<file path="config.mk">
export PLATFORM = sky130hd
export DESIGN_NAME = burst_addr_seq
export DESIGN_NICKNAME = d
export VERILOG_FILES = /design/src/rtl/burst_seq_pkg.sv /design/src/rtl/burst_ctrl.sv /design/src/rtl/beat_counter.sv /design/src/rtl/addr_map.sv /design/src/rtl/burst_addr_seq.sv
export SDC_FILE = /design/constraint.sdc
export NUM_CORES = 1
export LEC_CHECK = 0
export BUFFER_PORTS_ARGS = -buffer_cell sky130_fd_sc_hd__buf_2
export CORE_MARGIN = 8
export CORE_UTILIZATION = 47
export DETAILED_ROUTE_END_ITERATION = 10
export PLACE_DENSITY = 0.78
export RECOVER_POWER = 50
export SLEW_MARGIN = 20
export SYNTH_ARGS = -nofsm -noshare
export SYNTH_HDL_FRONTEND = slang
export SYNTH_HIERARCHICAL = 1
export SYNTH_SLANG_ARGS = --single-unit
</file>
<file path="constraint.sdc">
create_clock -name clk -period 1 [get_ports clk]
set_input_delay 0.1 -clock clk [delete_from_list [all_inputs] [get_ports clk]]
set_output_delay 0.1 -clock clk [all_outputs]
set_load 0.01 [all_outputs]
</file>
<file path="src/rtl/burst_seq_pkg.sv">
package burst_seq_pkg;
    typedef enum logic {
        ST_IDLE  = 1'b0,
        ST_BURST = 1'b1
    } seq_state_e;
endpackage

</file>
<file path="src/rtl/burst_ctrl.sv">
module burst_ctrl
    import burst_seq_pkg::*;
(
    input  logic       clk,
    input  logic       rst_n,
    input  logic       stall,
    input  logic       advance,
    input  logic       sel,
    input  logic       wr_in,
    output seq_state_e state,
    output logic       do_load,
    output logic       do_step,
    output logic       burst_wr
);
    seq_state_e nxt;

    // state register and latched direction
    always_ff @(posedge clk or negedge rst_n) begin
        if (!rst_n) begin
            state    <= ST_IDLE;
            burst_wr <= 1'b0;
        end else begin
            state <= nxt;
            if (do_load) burst_wr <= wr_in;
        end
    end

    // next state
    always_comb begin
        nxt = state;
        unique case (state)
            ST_IDLE: begin
                if (!stall && !advance && sel) nxt = ST_BURST;          // LOAD
            end
            ST_BURST: begin
                if (!stall && !advance) nxt = sel ? ST_BURST : ST_IDLE; // RELOAD / DESELECT
            end
            default: nxt = ST_IDLE;
        endcase
    end

    // outputs
    always_comb begin
        do_load = !stall && !advance && sel;
        do_step = !stall && advance && (state == ST_BURST);
    end


    deselect_ends_chk: assert property (@(posedge clk) disable iff (!rst_n)
        (!stall && !advance && !sel) |=> (state == ST_IDLE));


    idle_adv_chk: assert property (@(posedge clk) disable iff (!rst_n)
        (state == ST_IDLE && !stall && advance) |=> (state == ST_IDLE));


    dir_hold_chk: assert property (@(posedge clk) disable iff (!rst_n)
        (!stall && advance) |=> $stable(burst_wr));
endmodule

</file>
<file path="src/rtl/beat_counter.sv">
module beat_counter #(
    parameter int BEATS = 4,
    localparam int CW   = $clog2(BEATS)
) (
    input  logic          clk,
    input  logic          rst_n,
    input  logic          do_load,
    input  logic          do_step,
    output logic [CW-1:0] beat
);
    localparam logic [CW-1:0] LAST = CW'(BEATS - 1);

    always_ff @(posedge clk or negedge rst_n) begin
        if (!rst_n)       beat <= '0;
        else if (do_load) beat <= '0;
        else if (do_step) beat <= beat + 1'b1;
    end


    beat_wrap_chk: assert property (@(posedge clk) disable iff (!rst_n)
        (do_step && !do_load && beat == LAST) |=> (beat == '0));


    beat_restart_chk: assert property (@(posedge clk) disable iff (!rst_n)
        do_load |=> (beat == '0));
endmodule

</file>
<file path="src/rtl/addr_map.sv">
module addr_map #(
    parameter int ADDR_W = 20,
    parameter int BEATS  = 4,
    localparam int CW    = $clog2(BEATS)
) (
    input  logic              clk,
    input  logic              rst_n,
    input  logic              do_load,
    input  logic              order_ilv,
    input  logic [ADDR_W-1:0] addr_in,
    input  logic [CW-1:0]     beat,
    output logic [ADDR_W-1:0] addr_out
);
    logic [ADDR_W-1:0] base_q;
    logic [CW-1:0]     low_lin;
    logic [CW-1:0]     low_ilv;

    always_ff @(posedge clk or negedge rst_n) begin
        if (!rst_n)       base_q <= '0;
        else if (do_load) base_q <= addr_in;
    end

    assign low_lin = base_q[CW-1:0] + beat;

    for (genvar i = 0; i < CW; i++) begin : g_ilv
        assign low_ilv[i] = base_q[i] ^ beat[i];
    end

    assign addr_out = {base_q[ADDR_W-1:CW], (order_ilv ? low_ilv : low_lin)};


    upper_fixed_chk: assert property (@(posedge clk) disable iff (!rst_n)
        !do_load |=> (addr_out[ADDR_W-1:CW] == $past(addr_out[ADDR_W-1:CW])));


    load_addr_chk: assert property (@(posedge clk) disable iff (!rst_n)
        do_load |=> (addr_out == $past(addr_in)));
endmodule

</file>
<file path="src/rtl/burst_addr_seq.sv">
module burst_addr_seq
    import burst_seq_pkg::*;
#(
    parameter int ADDR_W = 20,
    parameter int BEATS  = 4
) (
    input  logic              clk,
    input  logic              rst_n,
    input  logic              stall,
    input  logic              advance,
    input  logic              sel,
    input  logic              wr_in,
    input  logic              order_ilv,
    input  logic [ADDR_W-1:0] addr_in,
    output logic [ADDR_W-1:0] addr_out,
    output logic              busy,
    output logic              burst_wr
);
    localparam int CW = $clog2(BEATS);

    seq_state_e    state;
    logic          do_load;
    logic          do_step;
    logic [CW-1:0] beat;

    burst_ctrl u_ctrl (
        .clk      (clk),
        .rst_n    (rst_n),
        .stall    (stall),
        .advance  (advance),
        .sel      (sel),
        .wr_in    (wr_in),
        .state    (state),
        .do_load  (do_load),
        .do_step  (do_step),
        .burst_wr (burst_wr)
    );

    beat_counter #(.BEATS(BEATS)) u_cnt (
        .clk     (clk),
        .rst_n   (rst_n),
        .do_load (do_load),
        .do_step (do_step),
        .beat    (beat)
    );

    addr_map #(.ADDR_W(ADDR_W), .BEATS(BEATS)) u_map (
        .clk       (clk),
        .rst_n     (rst_n),
        .do_load   (do_load),
        .order_ilv (order_ilv),
        .addr_in   (addr_in),
        .beat      (beat),
        .addr_out  (addr_out)
    );

    assign busy = (state == ST_BURST);


    stall_hold_chk: assert property (@(posedge clk) disable iff (!rst_n)
        stall |=> ($stable(addr_out) && $stable(busy) && $stable(burst_wr)));


    idle_addr_chk: assert property (@(posedge clk) disable iff (!rst_n)
        (!busy && advance) |=> ($stable(addr_out) && !busy));


    load_busy_chk: assert property (@(posedge clk) disable iff (!rst_n)
        (!stall && !advance && sel) |=> (busy && burst_wr == $past(wr_in)));
endmodule

</file>
==> reports/summary.json <==
{
  "outcome": {"value": "complete, but fails checks"},
  "failing_checks": {"value": "negative setup slack"},
  "gp_congestion": {"value": 0.7402},
  "avgSynthCellArea": {"value": 14.89, "unit": "sq um"},
  "synth-compound-area-share": {"value": 2.021, "unit": "%"},
  "die_height": {"value": 66.03, "unit": "um"},
  "p_switching": {"value": 0.8272, "unit": "mW"},
  "postRouteWirelength": {"value": 2751, "unit": "um"},
  "max_cap_violations": {"value": 0},
  "dp_hpwl": {"value": 1788, "unit": "um"},
  "synth.cell_area": {"value": 1176, "unit": "sq um"},
  "critical_path_arrival": {"value": 1.29, "unit": "ns"},
  "avgViaCountPerCell": {"value": 4.519},
  "dr.pass1.iters": {"value": 4},
  "finalNonFillerCells": {"value": 181},
  "fillerInstances": {"value": 166},
  "slowest_delay": {"value": 0.42, "unit": "ns"},
  "clock_sink_count": {"value": 24},
  "min_period_over_period": {"value": 138.6, "unit": "%"},
  "p_r_area_growth_vs_syn": {"value": 48.40, "unit": "%"},
  "portion_of_total_power_attributed_to_the_clock_network": {"value": 22.3, "unit": "%"},
  "yosys.area_share.simple": {"value": 3.723, "unit": "%"},
  "tritoncts.num_buffers": {"value": 3},
  "grt_usage": {"value": 12.30, "unit": "%"},
  "synth_xor_xnor_area_share": {"value": 2.234, "unit": "%"},
  "clock_latency": {"value": 0.31, "unit": "ns"},
  "antenna_found_initial": {"value": 0},
  "clock_transition_at_path_regs": {"value": 0.13, "unit": "ns"},
  "largest_family_of_logic_cells_by_synthesized_area": {"value": "multiplexers"},
  "worstHoldPathType": {"value": "in -> reg"},
  "maximum_number_of_pins_on_one_net_before_global_route_repair": {"value": 25},
  "io_buffers": {"value": 48},
  "timing.final.ws_setup": {"value": -0.3857, "unit": "ns"},
  "worst_ep_required": {"value": 0.90, "unit": "ns"},
  "synth_top_cells_by_area": {"value": "dfrtp_1, mux2_4, buf_4"},
  "htree_num_levels": {"value": 1},
  "synth.area.mux_share": {"value": 26.49, "unit": "%"},
  "pwr-share-seq": {"value": 40.7, "unit": "%"},
  "maximum_buffer_depth_of_the_clock_tree": {"value": 2},
  "max-slew-margin-rel": {"value": 61.64, "unit": "%"},
  "setup_total_negative_slack": {"value": -0.6488, "unit": "ns"},
  "fin_skew": {"value": 0.0004063, "unit": "ns"},
  "die_w": {"value": 66.03, "unit": "um"},
  "core.rowCount": {"value": 18},
  "ys_ff_latch": {"value": 24},
  "top_area_cell_type_share_of_the_netlist_area": {"value": 51.06, "unit": "%"},
  "slew_limit_fails": {"value": 0},
  "synth_cell_type_count": {"value": 16},
  "critical_path_cell_sequence": {"value": "ha_2, nor2b_4, xnor2_2, buf_2"},
  "placed_cell_area": {"value": 1358, "unit": "sq um"},
  "synthesis.nets": {"value": 107},
  "synthCells": {"value": 79},
  "tightestPinTransition": {"value": 0.5754, "unit": "ns"},
  "max-vdd-ir-drop": {"value": 1553, "unit": "uV"},
  "cts_tree": {"value": "yes"},
  "design.die.area": {"value": 4359, "unit": "sq um"},
  "detail_route.iter0.violations": {"value": 8},
  "num-nets-final": {"value": 180},
  "report.final.hold_viol_count": {"value": 0},
  "endpoint_kind": {"value": "primary output"},
  "power_switching_share": {"value": 26.36, "unit": "%"},
  "ctsRootBufferMaster": {"value": "clkbuf_4"},
  "avgRoutedWirePerCell": {"value": 15.20, "unit": "um"},
  "core_ar": {"value": 2432, "unit": "sq um"},
  "internal_power": {"value": 2.311, "unit": "mW"},
  "via_count_of_the_first_global_routing_pass": {"value": 864},
  "total_power_divided_by_cell_area": {"value": 1798, "unit": "nW/um^2"},
  "grt_pass1_wl": {"value": 4174, "unit": "um"},
  "detail_route.drc_violations": {"value": 0},
  "setup-violations-final": {"value": 2},
  "startpoint_class_of_the_critical_path": {"value": "flop"},
  "leakage_power_summed_over_all_cells": {"value": 0.8878, "unit": "nW"},
  "design.portCount": {"value": 49},
  "synth_top_cell_by_area": {"value": "dfrtp_1"},
  "synthAdderAreaFrac": {"value": 1.064, "unit": "%"},
  "utilization": {"value": 71.76, "unit": "%"},
  "placed_cells_incl_taps": {"value": 142},
  "preCtsSetupSlack": {"value": -0.1595, "unit": "ns"},
  "setup.worst_path.class": {"value": "reg -> out"},
  "routed-via-count": {"value": 818},
  "critical_path.max_fanout": {"value": 2},
  "global_route_congestion_overflow_total": {"value": 0},
  "p_comb_share": {"value": 37.0, "unit": "%"},
  "ys_seq_area_share": {"value": 51.06, "unit": "%"},
  "finalCriticalPeriod": {"value": 1.386, "unit": "ns"},
  "timing.fmax": {"value": 721.7, "unit": "MHz"},
  "antenna_violating_nets_post_route": {"value": 0},
  "yosys_warnings": {"value": 6},
  "antennaDiodeCount": {"value": 0},
  "design_area": {"value": 1745, "unit": "sq um"},
  "r2r_slack": {"value": 0.08, "unit": "ns"},
  "design_power_total": {"value": 3.138, "unit": "mW"},
  "rsz0062_at_grt": {"value": "true"},
  "fin_worst_hold_slack": {"value": 0.01304, "unit": "ns"},
  "timing.critical_path.slowest_stage_cell": {"value": "dfrtp_1"},
  "final_layout_size_suffix_gt1_share": {"value": 65.56, "unit": "%"},
  "floorplan.initialDensity": {"value": 48.35, "unit": "%"}
}
-- repair_timing --
item                                   4_1_cts  5_1_grt
setup buffers                                0       15
setup endpoints to repair                    2       23
hold buffers                                10       10
gates resized for setup                      1        3
endpoints found under the hold margin       33       10
pin swaps                                    2        1
-- cells in the mapped netlist --
cell type,count
buf_6,2
nor3b_2,1
mux2_1,1
nor2b_1,1
o21ai_0,1
nand3b_1,1
mux2_4,20
nand2_1,1
a21oi_2,1
nor2_1,2
xnor2_1,3
ha_1,1
buf_4,18
a21bo_1,1
nand2b_1,1
dfrtp_1,24
-- path summary, 6_finish.rpt --
kind	startpoint	end	cells after the start
max	u_cnt/beat[0]$_DFFE_PN0P_	addr_out[1]	4
min	addr_in[8]	u_map/base_q[8]$_DFFE_PN0P_	2
max reg2reg	flop	u_cnt/beat[1]$_DFFE_PN0P_	4
min reg2reg	u_ctrl/burst_wr$_DFFE_PN0P_	u_ctrl/burst_wr$_DFFE_PN0P_	1
max in group asynchronous	rst_n	asynchronous set/reset pin	2
min in group asynchronous	rst_n	u_map/base_q[1]$_DFFE_PN0P_	2
-- layout by cell type, fill, tap and decap left out --
master	n
buf_2	45
dfrtp_1	24
dlygate4sd3_1	20
buf_4	20
mux2_4	20
clkbuf_4	3
buf_6	2
xnor2_2	2
bufinv_16	1
clkbuf_2	1
a21bo_1	1
nand3b_1	1
a21oi_2	1
xnor2_1	1
nor2_1	1
nand2_1	1
nor2_2	1
nor3b_4	1
mux2_1	1
o21ai_0	1
nand2b_1	1
nor2b_4	1
ha_2	1
-- metal layers --
metal	track usage [%]	wire length (um)	vias to the layer above
met5	0	0	-
li1	-	-	390
met2	21.32	1403	31
met1	13.87	1117	393
met4	2.400	29	0
met3	5.085	200	4
-- critical path: cells and delay by family, from the launching register on --
kind	cells	cell delay, ns
DFF	1	0.42
buffers and inverters	1	0.14
and+or+nand+nor	1	0.12
xor gates and xnor gates	1	0.11
adders and majority gates	1	0.17
-- cell type report --
class | count | area [sq um] | share of cell area (%)
Clock inverter | 1 | 30.03 | 1.720
Multi-Input combinational cell | 35 | 451.7 | 25.88
Timing Repair Buffer | 88 | 603.1 | 34.55
Sequential cell | 24 | 600.6 | 34.41
Tap cell | 30 | 37.54 | 2.151
Clock buffer | 3 | 22.52 | 1.290
-- power groups by stage --
stage | logic (mW) | clock network [mW] | registers, mW
2_1_floorplan | 0.713 | 0 | 1.28
3_3_place_gp | 0.855 | 0 | 1.28
3_5_place_dp | 0.875 | 0 | 1.30
4_1_cts | 0.949 | 0.716 | 1.28
5_1_grt | 1.25 | 0.760 | 1.30
6_report | 1.16 | 0.699 | 1.28
-- kinds of logic after synthesis --
| kind of cell | after synthesis |
|---|---|
| buffers and inverters | 20 |
| multiplexers | 21 |
| AND/OR/NAND/NOR | 7 |
| AO/OA/AOI/OAI | 3 |
| adder cells (fa/ha/maj) | 1 |
| XOR/XNOR | 3 |
| flip-flops | 24 |
-- sequential cells by signal (all words and copies together), names as in the netlist, named ones only --
signal / cells
u_map/base_q: 20
u_ctrl/burst_wr: 1
u_cnt/beat: 2
Note: power is estimated with default switching activity, not from simulation.
